--- src/rtl/sfu_pkg.sv ---
// Package: helpers shared by the shared-unit cluster.
// Assumes: counts passed in are at least 1.
package sfu_pkg;

    // Width of an index into n items; at least one bit so that signals stay legal.
    function automatic int unsigned idx_width(input int unsigned n);
        return (n > 1) ? $clog2(n) : 1;
    endfunction

    // Width of a counter that must hold the values 0..n.
    function automatic int unsigned cnt_width(input int unsigned n);
        return $clog2(n + 2);
    endfunction

endpackage

--- src/rtl/sfu_rr_arbiter.sv ---
// Module: round-robin arbiter for one slice of cores.
// Grants the first requester at or after the pointer and moves the pointer to one past
// the winner. The grant is combinational in the request cycle and is forced to zero
// while reset is low.
// Assumes: N is a power of two; a stalled requester holds its request.
module sfu_rr_arbiter #(
    parameter int unsigned N     = 4,
    parameter int unsigned IDX_W = sfu_pkg::idx_width(N)
) (
    input  logic             clk,
    input  logic             rst_n,
    input  logic [N-1:0]     req,
    output logic [N-1:0]     grant,
    output logic [IDX_W-1:0] grant_idx,
    output logic             grant_any
);

    logic [IDX_W-1:0] ptr_q;

    // Search from the pointer upward, with wrap-around, for the first requester.
    always_comb begin
        logic             found;
        logic [IDX_W-1:0] cand;
        found     = 1'b0;
        grant     = '0;
        grant_idx = '0;
        for (int i = 0; i < int'(N); i++) begin
            cand = IDX_W'((int'(ptr_q) + i) % int'(N));
            if (!found && rst_n && req[cand]) begin
                found     = 1'b1;
                grant_idx = cand;
            end
        end
        grant_any = found;
        if (found) grant[grant_idx] = 1'b1;
    end

    // Pointer register: after each grant it points one past the winner.
    always_ff @(posedge clk) begin
        if (!rst_n) ptr_q <= '0;
        else if (grant_any) ptr_q <= IDX_W'((int'(grant_idx) + 1) % int'(N));
    end

    // one grant at most, only to a requester, and never idle when work is waiting.
    assert_grant_onehot_R2: assert property (@(posedge clk) disable iff (!rst_n)
        $onehot0(grant));
    assert_grant_subset_R2: assert property (@(posedge clk) disable iff (!rst_n)
        (grant & ~req) == '0);
    assert_work_conserving_R2: assert property (@(posedge clk) disable iff (!rst_n)
        (|req) |-> grant_any);

    // a checker counter per slot bounds how long a held request can wait.
    for (genvar s = 0; s < int'(N); s++) begin : g_fair
        logic [IDX_W:0] wait_q;
        // Count consecutive stalled cycles of this slot; clear on grant or withdrawal.
        always_ff @(posedge clk) begin
            if (!rst_n) wait_q <= '0;
            else if (req[s] && !grant[s]) wait_q <= wait_q + 1'b1;
            else wait_q <= '0;
        end
        assert_bounded_wait_R8: assert property (@(posedge clk) disable iff (!rst_n)
            (req[s] && !grant[s]) |-> (int'(wait_q) < int'(N) - 1));
    end

endmodule

--- src/rtl/sfu_pipe_unit.sv ---
// Module: fully pipelined placeholder arithmetic unit (low half of a*b).
// Each operation carries its local core index and tag through LATENCY register stages.
// Reset clears only the valid bits.
// Assumes: LATENCY >= 1.
module sfu_pipe_unit #(
    parameter int unsigned LATENCY = 2,
    parameter int unsigned DATA_W  = 16,
    parameter int unsigned TAG_W   = 5,
    parameter int unsigned IDX_W   = 2
) (
    input  logic              clk,
    input  logic              rst_n,
    input  logic              in_valid,
    input  logic [IDX_W-1:0]  in_idx,
    input  logic [DATA_W-1:0] in_a,
    input  logic [DATA_W-1:0] in_b,
    input  logic [TAG_W-1:0]  in_tag,
    output logic              out_valid,
    output logic [IDX_W-1:0]  out_idx,
    output logic [DATA_W-1:0] out_data,
    output logic [TAG_W-1:0]  out_tag
);

    localparam int unsigned CNT_W = sfu_pkg::cnt_width(LATENCY);

    logic [LATENCY-1:0] v_q;
    logic [IDX_W-1:0]   idx_q  [LATENCY];
    logic [DATA_W-1:0]  data_q [LATENCY];
    logic [TAG_W-1:0]   tag_q  [LATENCY];
    logic [2*DATA_W-1:0] prod;

    // Full-width product of the operands; only the low half is kept.
    always_comb prod = in_a * in_b;

    // Valid shift chain; cleared by reset so that in-flight work is dropped.
    always_ff @(posedge clk) begin
        if (!rst_n) v_q <= '0;
        else begin
            v_q[0] <= in_valid;
            for (int s = 1; s < int'(LATENCY); s++) v_q[s] <= v_q[s-1];
        end
    end

    // Payload chain: result, core index and tag move with the valid bit.
    always_ff @(posedge clk) begin
        idx_q[0]  <= in_idx;
        data_q[0] <= prod[DATA_W-1:0];
        tag_q[0]  <= in_tag;
        for (int s = 1; s < int'(LATENCY); s++) begin
            idx_q[s]  <= idx_q[s-1];
            data_q[s] <= data_q[s-1];
            tag_q[s]  <= tag_q[s-1];
        end
    end

    assign out_valid = v_q[LATENCY-1];
    assign out_idx   = idx_q[LATENCY-1];
    assign out_data  = data_q[LATENCY-1];
    assign out_tag   = tag_q[LATENCY-1];

    // Checker: operations issued but not yet returned.
    logic [CNT_W-1:0] inflight_q;
    // Track the occupancy from issue and return events.
    always_ff @(posedge clk) begin
        if (!rst_n) inflight_q <= '0;
        else inflight_q <= inflight_q + CNT_W'(in_valid) - CNT_W'(out_valid);
    end

    // occupancy never exceeds one operation per stage.
    assert_occupancy_R7: assert property (@(posedge clk) disable iff (!rst_n)
        int'(inflight_q) <= int'(LATENCY));
    // a result leaves only if something was issued earlier.
    assert_no_phantom_R5: assert property (@(posedge clk) disable iff (!rst_n)
        out_valid |-> (inflight_q != '0));

endmodule

--- src/rtl/sfu_group.sv ---
// Module: one slice, made of an arbiter, an operand select and one pipelined unit.
// Assumes: the operand buses are packed with local core i at i*width.
module sfu_group #(
    parameter int unsigned GROUP   = 4,
    parameter int unsigned LATENCY = 2,
    parameter int unsigned DATA_W  = 16,
    parameter int unsigned TAG_W   = 5,
    parameter int unsigned IDX_W   = sfu_pkg::idx_width(GROUP)
) (
    input  logic                    clk,
    input  logic                    rst_n,
    input  logic [GROUP-1:0]        req,
    input  logic [GROUP*DATA_W-1:0] a_bus,
    input  logic [GROUP*DATA_W-1:0] b_bus,
    input  logic [GROUP*TAG_W-1:0]  tag_bus,
    output logic [GROUP-1:0]        grant,
    output logic                    out_valid,
    output logic [IDX_W-1:0]        out_idx,
    output logic [DATA_W-1:0]       out_data,
    output logic [TAG_W-1:0]        out_tag
);

    logic [IDX_W-1:0]  win_idx;
    logic              win_any;
    logic [DATA_W-1:0] sel_a, sel_b;
    logic [TAG_W-1:0]  sel_tag;

    sfu_rr_arbiter #(.N(GROUP), .IDX_W(IDX_W)) u_arb (
        .clk       (clk),
        .rst_n     (rst_n),
        .req       (req),
        .grant     (grant),
        .grant_idx (win_idx),
        .grant_any (win_any)
    );

    // Pick the winner's operands and tag for the unit input.
    always_comb begin
        sel_a   = a_bus[int'(win_idx)*DATA_W +: DATA_W];
        sel_b   = b_bus[int'(win_idx)*DATA_W +: DATA_W];
        sel_tag = tag_bus[int'(win_idx)*TAG_W +: TAG_W];
    end

    sfu_pipe_unit #(
        .LATENCY (LATENCY),
        .DATA_W  (DATA_W),
        .TAG_W   (TAG_W),
        .IDX_W   (IDX_W)
    ) u_unit (
        .clk       (clk),
        .rst_n     (rst_n),
        .in_valid  (win_any),
        .in_idx    (win_idx),
        .in_a      (sel_a),
        .in_b      (sel_b),
        .in_tag    (sel_tag),
        .out_valid (out_valid),
        .out_idx   (out_idx),
        .out_data  (out_data),
        .out_tag   (out_tag)
    );

endmodule

--- src/rtl/shared_fu_cluster.sv ---
// Module: top level. Splits NUM_CORES cores into NUM_UNITS static slices, each slice
// with one pipelined unit, and steers every result back to the core that issued it.
// Assumes: NUM_UNITS is a power of two that divides NUM_CORES.
module shared_fu_cluster #(
    parameter int unsigned NUM_CORES = 32,
    parameter int unsigned NUM_UNITS = 8,
    parameter int unsigned LATENCY   = 2,
    parameter int unsigned DATA_W    = 16,
    parameter int unsigned TAG_W     = 5
) (
    input  logic                        clk,
    input  logic                        rst_n,
    input  logic [NUM_CORES-1:0]        req_valid,
    input  logic [NUM_CORES*DATA_W-1:0] req_a,
    input  logic [NUM_CORES*DATA_W-1:0] req_b,
    input  logic [NUM_CORES*TAG_W-1:0]  req_tag,
    output logic [NUM_CORES-1:0]        grant,
    output logic [NUM_CORES-1:0]        stall,
    output logic [NUM_CORES-1:0]        res_valid,
    output logic [NUM_CORES*DATA_W-1:0] res_data,
    output logic [NUM_CORES*TAG_W-1:0]  res_tag
);

    localparam int unsigned GROUP = NUM_CORES / NUM_UNITS;
    localparam int unsigned IDX_W = sfu_pkg::idx_width(GROUP);

    for (genvar g = 0; g < int'(NUM_UNITS); g++) begin : g_unit
        logic [GROUP-1:0]  gnt;
        logic              ov;
        logic [IDX_W-1:0]  oi;
        logic [DATA_W-1:0] od;
        logic [TAG_W-1:0]  ot;

        sfu_group #(
            .GROUP   (GROUP),
            .LATENCY (LATENCY),
            .DATA_W  (DATA_W),
            .TAG_W   (TAG_W),
            .IDX_W   (IDX_W)
        ) u_grp (
            .clk       (clk),
            .rst_n     (rst_n),
            .req       (req_valid[g*GROUP +: GROUP]),
            .a_bus     (req_a[g*GROUP*DATA_W +: GROUP*DATA_W]),
            .b_bus     (req_b[g*GROUP*DATA_W +: GROUP*DATA_W]),
            .tag_bus   (req_tag[g*GROUP*TAG_W +: GROUP*TAG_W]),
            .grant     (gnt),
            .out_valid (ov),
            .out_idx   (oi),
            .out_data  (od),
            .out_tag   (ot)
        );

        assign grant[g*GROUP +: GROUP] = gnt;
        assign stall[g*GROUP +: GROUP] = req_valid[g*GROUP +: GROUP] & ~gnt;

        // Result steering: only the core whose local index matches sees the pulse.
        for (genvar i = 0; i < int'(GROUP); i++) begin : g_core
            assign res_valid[g*GROUP + i]                = ov && (oi == IDX_W'(i));
            assign res_data[(g*GROUP + i)*DATA_W +: DATA_W] = od;
            assign res_tag[(g*GROUP + i)*TAG_W +: TAG_W]    = ot;
        end

        // a unit returns at most one result per cycle across its slice.
        assert_single_return_R10: assert property (@(posedge clk) disable iff (!rst_n)
            $onehot0(res_valid[g*GROUP +: GROUP]));
    end

    // Checker: remembers that the previous edge saw reset.
    logic was_reset;
    // Record whether reset was low at the last edge.
    always_ff @(posedge clk) was_reset <= !rst_n;

    // the edge in reset emptied every pipeline, so no result may show.
    always @(posedge clk) begin
        if (was_reset === 1'b1)
            assert_reset_quiet_R9: assert (res_valid == '0);
    end

endmodule

--- config.mk ---
export PLATFORM = sky130hd
export DESIGN_NAME = shared_fu_cluster
export DESIGN_NICKNAME = d
export VERILOG_FILES = /design/src/rtl/sfu_pkg.sv /design/src/rtl/sfu_rr_arbiter.sv /design/src/rtl/sfu_pipe_unit.sv /design/src/rtl/sfu_group.sv /design/src/rtl/shared_fu_cluster.sv
export SDC_FILE = /design/constraint.sdc
export NUM_CORES = 2
export LEC_CHECK = 0
export BUFFER_PORTS_ARGS = -buffer_cell sky130_fd_sc_hd__buf_2
export CAP_MARGIN = 20
export CORE_AREA = 2 2 766 768
export DETAILED_ROUTE_END_ITERATION = 16
export DIE_AREA = 0 0 768 770
export SYNTH_ARGS = -nofsm -noshare
export SYNTH_HDL_FRONTEND = slang
export SYNTH_SLANG_ARGS = --single-unit
--- constraint.sdc ---
create_clock -name clk -period 10.9 [get_ports clk]
set_input_delay 1.635 -clock clk [delete_from_list [all_inputs] [get_ports clk]]
set_output_delay 1.635 -clock clk [all_outputs]
set_load 0.05 [all_outputs]
* Word level (Yosys, flattened, before mapping)
Memory sizes are Yosys's and may differ from the RTL's. Cells that the tools add are included.
Operators by class: add/sub/neg operators 32, $mul 16, order comparisons 48, equality and inequality tests 24, shift-type cells 24, multiplexer cells 152, bitwise logic cells 16, reduce and logical (&&, ||, !) cells 128
Operator list (number):
- indexed part select 64 x 7 -> 16 bit | 16
- indexed part select 20 x 6 -> 5 bit | 8
- multiplier 16 x 16 -> 16 bit | 8
- less-than comparator 2 x 3 -> 1 bit (second input constant) | 40
- logical AND 1 bit | 96
- 2-to-1 mux 1 bit | 72
- binary-select mux 1 bit (select 2 bit) | 32
- 2-to-1 mux 2 bit | 32
- multiplier 2 x 3 -> 5 bit (second input constant) | 8
- adder 2 x 1 -> 2 bit (second input constant) | 16
- adder 2 bit (second input constant) | 16
- bitwise AND 4 bit | 8
- == test 2 bit (second input constant) | 16
- 2-to-1 mux 4 bit | 8
- NOT 4 bit | 8
- logical NOT 1 bit | 24
- demux 1 bit (select 2 bit) | 8
- == test 2 x 1 -> 1 bit (second input constant) | 8
- >= comparator 2 x 1 -> 1 bit (second input constant) | 8
- logical NOT 2 bit | 8
Storage, ports and cells: bits in registers 32, bits in writable memories 368, input port bits 1218, output and inout bits 768, logic and storage cells 480, memories kept 24
Memory list:
- g_unit[0].u_grp.u_unit.data_q | words 2, bits a word 16, read ports 2, clocked after Yosys merged registers in 0, wr ports 2, line sfu_pipe_unit.sv:28 | logic [DATA_W-1:0] data_q [LATENCY];
- g_unit[1].u_grp.u_unit.data_q | words 2, bits a word 16, read ports 2, clocked after Yosys merged registers in 0, wr ports 2, line sfu_pipe_unit.sv:28
- g_unit[2].u_grp.u_unit.data_q | words 2, bits a word 16, read ports 2, clocked after Yosys merged registers in 0, wr ports 2, line sfu_pipe_unit.sv:28
- g_unit[3].u_grp.u_unit.data_q | words 2, bits a word 16, read ports 2, clocked after Yosys merged registers in 0, wr ports 2, line sfu_pipe_unit.sv:28
- g_unit[4].u_grp.u_unit.data_q | words 2, bits a word 16, read ports 2, clocked after Yosys merged registers in 0, wr ports 2, line sfu_pipe_unit.sv:28
- g_unit[5].u_grp.u_unit.data_q | words 2, bits a word 16, read ports 2, clocked after Yosys merged registers in 0, wr ports 2, line sfu_pipe_unit.sv:28
- +18 memories

* Depth between registers and ports, before layout
word-level depth 23, mapped depth 36, mapped depth without buffers 31

* Modules after synthesis
From an unflattened synthesis, not the netlist that was laid out.
Second synthesis, totals: cell total of the unflattened synthesis 5587, area total of the unflattened synthesis 55353.1 sq um
Modules (own cells, without submodules):
- sfu_pipe_unit at g_unit[2].u_grp.u_unit ... | instances 4, cells an instance 542, area an instance 5094.9 sq um, seq. area each 960.9 sq um
- sfu_group | instances 8, cells an instance 45, area an instance 950.9 sq um, seq. area each 0.0 sq um
- sfu_pipe_unit at g_unit[1].u_grp.u_unit | instances 1, cells an instance 552, area an instance 5128.7 sq um, seq. area each 960.9 sq um
- sfu_pipe_unit at g_unit[5].u_grp.u_unit | instances 1, cells an instance 542, area an instance 5118.7 sq um, seq. area each 960.9 sq um
- sfu_pipe_unit at g_unit[6].u_grp.u_unit | instances 1, cells an instance 539, area an instance 5111.2 sq um, seq. area each 960.9 sq um
- sfu_pipe_unit at g_unit[0].u_grp.u_unit | instances 1, cells an instance 546, area an instance 5108.6 sq um, seq. area each 960.9 sq um
- shared_fu_cluster | instances 1, cells an instance 568, area an instance 4284.1 sq um, seq. area each 0.0 sq um
- sfu_rr_arbiter at g_unit[0].u_grp.u_arb ... | instances 7, cells an instance 38, area an instance 321.6 sq um, seq. area each 40.0 sq um
- sfu_rr_arbiter at g_unit[7].u_grp.u_arb | instances 1, cells an instance 46, area an instance 364.1 sq um, seq. area each 40.0 sq um

* Worst setup path after synthesis
OpenSTA, ideal clock, no wires.
path type input-to-reg, start input port req_valid[0], end memory g_unit[0].u_grp.u_unit.data_q[0][15], setup time 0.130 ns, arrival time 8.440 ns, data required time 10.770 ns, path slack 2.331 ns, cell stages on the path 28, path buffers 6, cells stage by stage buf_6 > or2_0 > mux4_2 > a311oi_2 > o221ai_2 > buf_6 > buf_6 > buf_4 > buf_4 > a311oi_1 > clkbuf_1 > nor2_1 > fa_1 > fa_1 > ha_1 > fa_1 > inv_1 > fa_1 > fa_1 > inv_1 > ha_1 > a21oi_1 > nor2b_1 > o21a_1 > nor2_1 > o21ai_0 > o41ai_1 > xnor3_1
RTL lines:
- from (decl) | line shared_fu_cluster.sv:13 | input logic [NUM_CORES-1:0] req_valid,
- to (decl) | line sfu_pipe_unit.sv:28

==> results.yml <==
run_status:
  outcome: "complete, no violations"
cts:
  clockBufferDepth: 3
  cts_tree: "yes"
  cts_sinks: 400
  clkTransAtPathRegs_ps: 70
  ctsHoldBuffers: 0
  clk_latency_ps: 790
  postCtsSetupBuffers: 0
  cts-resized-gates: 0
  htreeDepth: 2
  cts_root_buf: "clkbuf_16"
  cts_inserted_buffers: 61
cells_and_area:
  final_common_cell: "buf_2"
  fillerInstances: 67100
  drive_gt1_frac: 0.335
  syn2layout_area_growth_pct: 30.5
  layout.nets: 10000
  fin_util: 0.126
  final_cell_mix: "buf_2, inv_1, nor2_1, fa_1, nand2_1"
timing:
  rsz0062_at_grt: "false"
  worstMarginPinSlew_ps: 1100
  fmax_mhz: 111
  tns_ps: 0
  slew_violations: 0
  setup_viol: 0
  finalHoldViolations: 0
  fin_crit_sh: 0.825
  relSlewSlack: 0.249
  period_minus_slack_ps: 8990
  fin_ws_ps: 1910
  finalClockSkew_ps: 37.8
synth:
  avgSynthCellArea_um2: 8.73
  mappedNetlistNets: 8732
  yosysSeqAreaShare: 0.142
  synth_area_um2: 56300
  ys.flop_type: "dfxtp_1"
  synth-edff-count: 0
  ys_ff_latch: 400
  synth-async-reset-ratio: 0
  syn-instance-count: 6450
  ys_warn_count: 0
  ys_types: 77
floorplan:
  fp-row-count: 281
  dieArea_um2: 591000
  fp.dieH_um: 770
  initial_core_util: 0.0965
  core_area_um2: 584000
  io_pins: 1986
  die_w_um: 768
placed_design:
  gp_congestion: 0.940
  hpwl_mm: 283
  dpl_worst_slack_ps: 866
  io_buffers: 1985
worst_setup_path:
  crit_chain: "buf_6, inv_4, o31ai_4, buf_4, mux2i_1, mux2i_1, nand3_1, fa_1, fa_1, inv_1, fa_1, fa_1, inv_1, fa_1, fa_1, xor2_1, xnor2_1, xnor2_1, xnor2_1, xnor2_1, xnor2_1, xnor3_1"
  ff2ff_path_depth: 21
  cp_num_buf_inv: 5
  path_delay_family: "adder cells"
  cp_slowest_cell: "o31ai_4"
  critical_path.endpoint: "g_unit[7].u_grp.u_unit.data_q[0][15]$_DFF_P_"
  cp.depth: 22
  startpoint: "rst_n"
  critPathMostFrequentCell: "fa_1"
  r2r_setup_slack_ps: 2630
  reg2reg_to: "g_unit[7].u_grp.u_unit.data_q[0][15]$_DFF_P_"
  critPathLaunchType: "primary input"
  reg2reg_from: "g_unit[7].u_grp.u_arb.ptr_q[0]$_SDFFE_PN0N_"
  arrival_ps: 9660
  critPathCaptureType: "flip-flop"
  crit_type: "in -> reg"
  required_ps: 11580
  cpPeakStageDelay_ps: 950
  critPathMaxFanout: 22
route:
  drt_pass1_iterations: 5
  wirelength_mm: 320
  drtIter0Drc: 2820
  ant_nets: 0
  wl_per_cell_um: 20.5
  viasPerCell: 3.12
  dr_total_vias: 48800
  drcViolationCount: 0
grt:
  antenna_found_initial: 166
  grt_pass1_wl_mm: 418
  grt_max_degree: 75
  track_usage: 0.104
  grt_pass1_vias: 48300
  overflow: 0
worst_hold_path:
  hp-class: "reg -> reg"
  hold_start: "g_unit[5].u_grp.u_unit.data_q[0][8]$_DFF_P_"
job:
  cap_violations: 0
-- final cells by class --
cell class	instances	area, um^2	share of cell area
multi-input cells	4200	38800	0.527
repair buffers	2087	10900	0.148
well taps	7782	9740	0.132
flip-flops and latches	400	8010	0.109
inverters	970	3640	0.0496
clock buffers	69	1630	0.0221
clock inverters	47	637	0.00867
diodes	85	213	0.00289
-- layer usage --
metal  up-vias  GRT usage  routed length [um]
li1      22100          -                   -
met1     23600      0.125              130000
met2      2503      0.174              149000
met3       530     0.0284               26100
met4        60     0.0420               14400
met5         -          0                 391
-- how the worst min path moves through the flow --
stage / end / cells past startpoint
3_3_place_gp: g_unit[5].u_grp.u_unit.data_q[0][27]$_DFF_P_ / 0
6_report: g_unit[5].u_grp.u_unit.data_q[0][24]$_DFF_P_ / 0
4_1_cts: g_unit[5].u_grp.u_unit.data_q[0][16]$_DFF_P_ / 0
2_1_floorplan: g_unit[0].u_grp.u_unit.data_q[0][16]$_DFF_P_ / 0
3_5_place_dp: g_unit[0].u_grp.u_unit.tag_q[0][6]$_DFF_P_ / 0
5_1_grt: g_unit[0].u_grp.u_unit.tag_q[0][8]$_DFF_P_ / 0
-- worst reg2reg max path, stage by stage (launching register included) --
cell and delay [ps]:
dfxtp_1 480, mux4_2 610, o31ai_4 840, buf_4 490
mux2i_1 380, mux2i_1 770, nand3_1 340, fa_1 510
fa_1 500, inv_1 60, fa_1 480, fa_1 490
inv_1 50, fa_1 440, fa_1 390, xor2_1 160
xnor2_1 180, xnor2_1 110, xnor2_1 270, xnor2_1 140
xnor2_1 240, xnor3_1 250
-- state kept, by name, summed over array words and instances, names as in the netlist --
name	count
g_unit.u_grp.u_arb.ptr_q	16
g_unit.u_grp.u_unit.data_q	256
g_unit.u_grp.u_unit.idx_q	32
g_unit.u_grp.u_unit.tag_q	80
g_unit.u_grp.u_unit.v_q	16
-- Yosys cell counts, types with 92 or more instances --
master | count | area (um^2)
or2_2 | 190 | 1190
ha_1 | 424 | 5310
fa_1 | 640 | 12800
nand2_1 | 550 | 2060
nor2b_1 | 93 | 582
mux2_2 | 140 | 1580
nor2_1 | 640 | 2400
xnor2_1 | 236 | 2070
mux2i_1 | 468 | 4680
inv_1 | 962 | 3610
dfxtp_1 | 400 | 8010
buf_4 | 687 | 5160
clkbuf_1 | 112 | 420
a21oi_1 | 127 | 636
nand2b_1 | 92 | 576
-- metrics by stage --
stage                     cells  hold slack [ps]  instance area (um^2)
final                     15600              325                 73500
after global routing      15600              329                 73300
after CTS                 15600              326                 73200
after detailed placement  15400              312                 71000
after global placement    15400              310                 70900
after floorplan            6450              310                 56300
-- logic make-up (layout without fill, tap and decap cells) --
group	after synthesis	in the layout	synth area share
AO/OA/AOI/OAI	372	372	0.0434
XOR/XNOR	299	299	0.0518
adder cells (fa/ha/maj)	1064	1064	0.322
buffers and inverters	1850	3173	0.172
flip-flops	400	400	0.142
multiplexers	626	626	0.118
other	0	85	0
AND/OR/NAND/NOR	1839	1839	0.151
Power is left out: the tool's default activity adds up to more than one toggle a clock period on the data nets, which glitch-free logic cannot reach.
